File: src/rtl/set_exec_pkg.sv
package set_exec_pkg;

  localparam int INSN_W   = 19;
  localparam int OP_HI    = 18;
  localparam int OP_LO    = 15;
  localparam int SUB_HI   = 14;
  localparam int SUB_LO   = 12;
  localparam int IMM_W    = 6;
  localparam int INF_BIT  = 6;
  localparam int DLIMM_W  = 14;
  localparam int FILL_BIT = 14;
  localparam int SEL_W    = 6;
  localparam int FIELD_W  = SUB_HI + 1;

  localparam logic [3:0] OP_OLC  = 4'b1000;
  localparam logic [3:0] OP_ILC  = 4'b0100;
  localparam logic [3:0] OP_DL   = 4'b0010;
  localparam logic [3:0] OP_FLAG = 4'b0001;

  localparam logic [2:0] SUB_IMM = 3'b100;
  localparam logic [2:0] SUB_DL  = 3'b010;
  localparam logic [2:0] SUB_DEC = 3'b001;

  typedef enum logic [SEL_W-1:0] {
    SEL_A    = 6'd0,
    SEL_NA   = 6'd1,
    SEL_B    = 6'd2,
    SEL_NB   = 6'd3,
    SEL_ZERO = 6'd4,
    SEL_ONE  = 6'd5
  } flagSel_e;

  typedef struct packed {
    logic torp;
    logic olcImm;
    logic olcDl;
    logic olcDec;
    logic ilcImm;
    logic ilcInf;
    logic ilcDl;
    logic dlLoad;
    logic flagUpd;
  } strobe_t;

  function automatic logic pickFlag(logic [SEL_W-1:0] sel, logic curA,
                                    logic curB, logic keep);
    logic res;
    case (sel)
      SEL_A:    res = curA;
      SEL_NA:   res = ~curA;
      SEL_B:    res = curB;
      SEL_NB:   res = ~curB;
      SEL_ZERO: res = 1'b0;
      SEL_ONE:  res = 1'b1;
      default:  res = keep;
    endcase
    return res;
  endfunction

endpackage

File: src/rtl/set_exec_ctrl.sv
module set_exec_ctrl
  import set_exec_pkg::*;
(
  input  logic                    insnValid,
  input  logic                    predPass,
  input  logic                    forceTorp,
  input  logic [OP_HI-SUB_LO:0]   opSub,
  input  logic                    infSel,
  output strobe_t                 strb
);

  logic [3:0] majorOp;
  logic [2:0] subOp;
  logic       accept;

  assign majorOp = opSub[OP_HI-SUB_LO -: 4];
  assign subOp   = opSub[SUB_HI-SUB_LO:0];
  assign accept  = insnValid & predPass & ~forceTorp;

  always_comb begin
    strb      = '0;
    strb.torp = forceTorp;
    if (accept) begin
      case (majorOp)
        OP_OLC: begin
          strb.olcImm = (subOp == SUB_IMM);
          strb.olcDl  = (subOp == SUB_DL);
          strb.olcDec = (subOp == SUB_DEC);
        end
        OP_ILC: begin
          strb.ilcImm = (subOp == SUB_IMM) & ~infSel;
          strb.ilcInf = (subOp == SUB_IMM) & infSel;
          strb.ilcDl  = (subOp == SUB_DL);
        end
        OP_DL:   strb.dlLoad  = 1'b1;
        OP_FLAG: strb.flagUpd = 1'b1;
        default: ;
      endcase
    end
  end

endmodule

File: src/rtl/set_exec_dp.sv
module set_exec_dp
  import set_exec_pkg::*;
#(
  parameter int LC_W = 6,
  parameter int DL_W = 37
) (
  input  logic               clk,
  input  logic               rstN,
  input  strobe_t            strb,
  input  logic [FIELD_W-1:0] fieldBits,
  input  logic [LC_W-1:0]    dlIn,
  output logic [LC_W-1:0]    olc,
  output logic [LC_W-1:0]    ilc,
  output logic               ilcInf,
  output logic [DL_W-1:0]    dataLatch,
  output logic [1:0]         flagQ,
  output logic               olcZero
);

  localparam int FILL_N = DL_W - DLIMM_W;
  localparam logic [LC_W-1:0] ILC_ON_TORP = LC_W'(1);

  logic [LC_W-1:0] immVal;
  logic [DL_W-1:0] dlNext;
  logic [1:0]      flagNext;

  assign immVal  = LC_W'(fieldBits[IMM_W-1:0]);
  assign dlNext  = {{FILL_N{fieldBits[FILL_BIT]}}, fieldBits[DLIMM_W-1:0]};
  assign olcZero = (olc == '0);

  // index 1 is flag A (upper selector), index 0 is flag B (lower selector)
  for (genvar f = 0; f < 2; f++) begin : g_flag
    assign flagNext[f] = pickFlag(fieldBits[f*SEL_W +: SEL_W],
                                  flagQ[1], flagQ[0], flagQ[f]);
  end

  always_ff @(posedge clk or negedge rstN) begin
    if (!rstN) begin
      olc <= '0;
    end else if (strb.torp) begin
      olc <= '0;
    end else if (strb.olcImm) begin
      olc <= immVal;
    end else if (strb.olcDl) begin
      olc <= dlIn;
    end else if (strb.olcDec && !olcZero) begin
      olc <= olc - LC_W'(1);
    end
  end

  always_ff @(posedge clk or negedge rstN) begin
    if (!rstN) begin
      ilc    <= '0;
      ilcInf <= 1'b0;
    end else if (strb.torp) begin
      ilc    <= ILC_ON_TORP;
      ilcInf <= 1'b0;
    end else if (strb.ilcImm) begin
      ilc    <= immVal;
      ilcInf <= 1'b0;
    end else if (strb.ilcDl) begin
      ilc    <= dlIn;
      ilcInf <= 1'b0;
    end else if (strb.ilcInf) begin
      ilcInf <= 1'b1;
    end
  end

  always_ff @(posedge clk or negedge rstN) begin
    if (!rstN) begin
      dataLatch <= '0;
    end else if (strb.dlLoad) begin
      dataLatch <= dlNext;
    end
  end

  always_ff @(posedge clk or negedge rstN) begin
    if (!rstN) begin
      flagQ <= '0;
    end else if (strb.flagUpd) begin
      flagQ <= flagNext;
    end
  end

endmodule

File: src/rtl/set_exec.sv
module set_exec
  import set_exec_pkg::*;
#(
  parameter int LC_W = 6,
  parameter int DL_W = 37
) (
  input  logic              clk,
  input  logic              rstN,
  input  logic              insnValid,
  input  logic [INSN_W-1:0] insnWord,
  input  logic              predPass,
  input  logic              forceTorp,
  input  logic [LC_W-1:0]   dlIn,
  output logic [LC_W-1:0]   olc,
  output logic [LC_W-1:0]   ilc,
  output logic              ilcInf,
  output logic [DL_W-1:0]   dataLatch,
  output logic              flagA,
  output logic              flagB,
  output logic              olcZero
);

  strobe_t    strb;
  logic [1:0] flagQ;

  set_exec_ctrl u_ctrl (
    .insnValid (insnValid),
    .predPass  (predPass),
    .forceTorp (forceTorp),
    .opSub     (insnWord[OP_HI:SUB_LO]),
    .infSel    (insnWord[INF_BIT]),
    .strb      (strb)
  );

  set_exec_dp #(.LC_W(LC_W), .DL_W(DL_W)) u_dp (
    .clk       (clk),
    .rstN      (rstN),
    .strb      (strb),
    .fieldBits (insnWord[FIELD_W-1:0]),
    .dlIn      (dlIn),
    .olc       (olc),
    .ilc       (ilc),
    .ilcInf    (ilcInf),
    .dataLatch (dataLatch),
    .flagQ     (flagQ),
    .olcZero   (olcZero)
  );

  assign flagA = flagQ[1];
  assign flagB = flagQ[0];

endmodule

File: config.mk
export PLATFORM = sky130hd
export DESIGN_NAME = set_exec
export DESIGN_NICKNAME = d
export VERILOG_FILES = /design/src/rtl/set_exec_pkg.sv /design/src/rtl/set_exec_ctrl.sv /design/src/rtl/set_exec_dp.sv /design/src/rtl/set_exec.sv
export SDC_FILE = /design/constraint.sdc
export NUM_CORES = 1
export LEC_CHECK = 0
export BUFFER_PORTS_ARGS = -buffer_cell sky130_fd_sc_hd__buf_2
export CORE_MARGIN = 2
export CORE_UTILIZATION = 36
export CTS_CLUSTER_SIZE = 16
export DETAILED_ROUTE_END_ITERATION = 10
export GPL_TIMING_DRIVEN = 0
export PLACE_DENSITY = 0.7
export SETUP_SLACK_MARGIN = 0.2
export SYNTH_ARGS = -nofsm -noshare
export SYNTH_HDL_FRONTEND = slang
export SYNTH_HIERARCHICAL = 1
export SYNTH_SLANG_ARGS = --single-unit
export TNS_END_PERCENT = 5
File: constraint.sdc
create_clock -name clk -period 2.3 [get_ports clk]
set_clock_uncertainty 0.2 [all_clocks]
set_input_delay 0.46 -clock clk [delete_from_list [all_inputs] [get_ports clk]]
set_output_delay 0.46 -clock clk [all_outputs]
set_load 0.02 [all_outputs]
Yosys cells after proc, flatten, opt, wreduce, memory -nomap -nowiden
Cells that the tools add are included.

Add/sub/neg operators: 1. Equal/unequal tests: 16. Multiplexer cells: 18. Bitwise operators: 8. Reductions and logical operators: 11.

Operators with widths (count): $mux 6 (7); $eq 6x3->1 const B (4); $eq 6x2->1 const B (3); $eq 6x1->1 const B (2); $logic_not 6->1 (2); $pmux 1 s5 (2); $reduce_bool 5->1 (2); $mux 8 (1); $reduce_bool 4->1 (2); $mux 1 (6); $mux 3 (2); $sub 6x1->6 const B (1); $and 1x1->1 (4); $eq 4x1->1 const B (1); $eq 4x2->1 const B (1); $eq 4x3->1 const B (1); $eq 4x4->1 const B (1); $not 1->1 (4); $reduce_and 2->1 (2); $eq 3x1->1 const B (1); $eq 3x2->1 const B (1); $eq 3x3->1 const B (1); $reduce_bool 3->1 (1); $logic_and 1x1->1 (1); $logic_not 1->1 (1).

Bits in registers: 30. Bits of input ports: 30. Output and inout bits: 53. Word-level logic and storage cells: 60.

Depth between registers and ports, before layout
Depth after elaboration: 9. Mapped depth: 7. Depth with buffers taken out: 6.

Hierarchy
Netlist, hierarchy kept.

Modules (own cells, without submodules): set_exec_dp (times used 1, cells an instance 177, area an instance 1825.5 um2, seq. area each 750.7 um2); set_exec_ctrl (times used 1, cells an instance 17, area an instance 127.6 um2, seq. area each 0.0 um2).

Worst setup path before layout
Ideal clock, no wire load.

Kind: input -> register. Start point: input insnWord[15]. End point: register u_dp.olc[4]. Library setup time: 122 ps. Data arrival time: 2226 ps. Data required time: 1978 ps. Setup slack: -247 ps. Stages on the path: 5. Path buffers: 0. Path through: or3b_2 > nor4_1 > nand4bb_1 > a211o_1 > a32o_1.

RTL lines: start: declaration (RTL line set_exec.sv:10) `input logic [INSN_W-1:0] insnWord,`; end signal: assignment (RTL line set_exec_dp.sv:43) `olc <= immVal;`; end signal: assignment (RTL line set_exec_dp.sv:45) `olc <= dlIn;`; end signal: assignment (RTL line set_exec_dp.sv:47) `olc <= olc - LC_W'(1);`; end: declaration (RTL line set_exec_dp.sv:12) `output logic [LC_W-1:0] olc,`.

Worst setup path after layout
Start point: register u_dp.olc[1]. End point: output olcZero.

Longest elaborated chain between the ends: 1.

Ends and longest elaborated chain: $logic_not 6->1 (RTL line set_exec_dp.sv:29) `assign olcZero = (olc == '0);`; end: declaration (RTL line set_exec.sv:20) `output logic olcZero`.

Every way passes these cells.

==> metrics.txt <==
DRT Pass-1 Iters=4; class of the worst hold path=in2async; most common cell in the synthesized netlist=dfrtp_1; Synth top cells by count=30 x dfrtp_1, 25 x buf_4, 19 x nor2_1; I/O pin total=83; IO Port Bufs=81; synthesized area per cell=10.07 sq um; Final Hold Viols=0; Placement Setup Slack=-0.4782 ns; Max Fclk=around 0.46 GHz; largest family of logic cells by synthesized area=simple AND/OR/NAND/NOR gates; compound-gate portion of the synthesized area=0.1281; cell depth of the worst flop-to-flop path=7; CP arrival=around 1.5 ns; synthesis-to-layout area growth=37.41%; worst-path fanout max=4; XOR/XNOR Fraction of Synth Area=0.004484; vias post-DR=1792; largest net degree at the start of global routing=31; EDFF count, synth=0; post-layout util=0.5189; cell taking the most area after synthesis=dfrtp_1; drt wl/cell=roughly 14 microns; Setup crit end kind=output pin; grt total ovfl=0; cells along the critical path=inv_1, ha_2, nand2b_1, and2b_1, buf_4; TritonCTS Buffers=5; Via density=around 5.0; n_diodes=0; Site Rows=26; Crit Reg-Reg Endpoint=u_dp/olc[2]; status=finished clean; GP Congestion=0.8803; Synthesized Nets=226; total of max-cap violations=0; Root Buffer=clkbuf_8; Primary FF master, synth=dfrtp_1; Setup-failing EPs final=0; die area=6030 sq um; # H-tree levels=2; Finished Cell Area=2684 sq um; hold_buf cts=0; share of post-route cells with drive strength above 1=0.5594; aggregate global-route resource usage=0.1703; Clock Pin Slew Worst Setup and Hold Paths=roughly 0.060 ns; pwr dens=roughly 680 nW/um^2; Worst slew margin=0.5520; worst hold slack=0.01406 ns; vias in the first global route=about 1700; Synth Area in Adders=0.01281; Final Max Tran Viols=0; post-synthesis register bit count=30; initial core utilization=0.3776; initial DRC count=67; worst r2r src=u_dp/olc[1]; number of fill cells=around 470; Core Region=5172 sq um; Synth Cell Area=1953 sq um; DR DRC count=0; setup slack, reg-to-reg=0.49 ns; top cells by area, synth=dfrtp_1 38%, buf_4 9.6%, mux2_2 9.2%; HPWL after DPL=between 3 and 4 mm; CP required=1.64 ns; final WL=4.993 mm; Async SR Flop Fraction=1.000; fin crit share=0.9417; CP Class=reg2out; Mapped Cells=194; die span in x=77.66 microns; mux share of post-synthesis cell area=0.1332; initial antenna violation count=0; DIE HEIGHT=77.66 microns; Ys Warns=6; CP max stage delay=a little over 0.4 ns; global-route wire length before repair=8.135 mm; RSZ-0062 raised after global routing=yes; cell family with most CP delay=flip-flops; fin worst setup slack=~0.13 ns; CP Depth=5; Leakage=0.001355 uW; count of different cell masters after synthesis=45; clk_lat worst skew=between 0.2 and 0.3 ns; clk sinks=30; register area share after synthesis=0.3844; Placed Area=about 2500 sq um; Slowest-stage cell, CP=dfrtp_1; Final nets=318; minimum clock period=about 2.2 ns; Simple-Gate Fraction of Synth Area=0.2101; Worst-Margin Slew=0.6720 ns; Startpoint Class=register; VDD IR max=0.4426 mV; CTS tree=done; Longest Clk Path Bufs=2; WP buf/inv=2; Yosys top cell area share=0.3844; post-route ant nets=0
[what timing repair did]
action                     CTS  global route
resized for setup           15             1
pin swaps                    3             0
setup endpoints to repair   21            47
buffers inserted             4             0
[placed cells by master, fill, tap and decap left out, types with 4 or more instances in the layout]
cell type,instances
mux2i_1,8
nor3_1,6
nor2b_1,4
mux2_2,16
inv_1,6
a21oi_1,7
buf_2,80
nor2_1,19
buf_4,31
nand2_1,7
nand2b_1,5
o21ai_0,6
clkbuf_8,5
dfrtp_1,29
[layer usage]
layer / wire length, microns / share of wire / vias to the layer above / GRT usage
met4: 27 / 0.0054 / 0 / 0.05179
met1: 2153 / 0.43 / 853 / 0.2057
met3: 340 / 0.068 / 2 / 0.04884
li1: - / - / 869 / -
met5: 0 / 0 / - / 0
met2: 2472 / 0.50 / 68 / 0.2922
[worst max path at each step]
stage	startpoint	endpoint	slack (ns)
after floorplan	insnWord[16]	u_dp/olc[3]	0.08
after global placement	forceTorp	u_dp/flagQ[0]	-0.33
after detailed placement	forceTorp	u_dp/flagQ[0]	-0.48
after CTS	u_dp/olc[1]	olcZero	0.18
after global routing	insnWord[13]	u_dp/olc[3]	0.09
final	u_dp/olc[1]	olcZero	0.13
[sequential cells by signal (all words and copies together) (netlist names)]
name	count
u_dp/dataLatch	15
u_dp/flagQ	2
u_dp/ilc	6
u_dp/ilcInf	1
u_dp/olc	6
[power by group]
part,total [uW],internal (uW),switching (uW),leakage [uW]
registers,630,586,44.1,0.000394
logic,803,362,441,0.000918
clock network,399,203,196,0.0000438
[logic make-up (layout without fill, tap and decap cells)]
group,Yosys count,after routing
simple gates,67,67
flops,30,30
compound gates,32,32
buf+inv,38,130
xor+xnor,1,1
mux,24,24
fa+ha+maj,2,2
[layout make-up]
| cell class | instances | area (sq um) | share of cell area |
|---|---|---|---|
| Buffer | 32 | 236.5 | 0.08811 |
| Clock buffer | 5 | 68.82 | 0.02564 |
| Clock inverter | 2 | 10.01 | 0.003730 |
| Inverter | 6 | 22.52 | 0.008392 |
| Multi-Input combinational cell | 126 | 1069 | 0.3981 |
| Sequential cell | 30 | 752.0 | 0.2802 |
| Tap cell | 70 | 87.58 | 0.03263 |
| Timing Repair Buffer | 85 | 437.9 | 0.1632 |
[through the flow]
step	TNS, ns	power, uW	cells
floorplan	0	1179	194
global placement	-3.634	1400	345
detailed placement	-4.166	1409	345
CTS	0	1850	356
global route	0	1943	356
finish	0	1832	356
(Power assumes the default switching activity.)
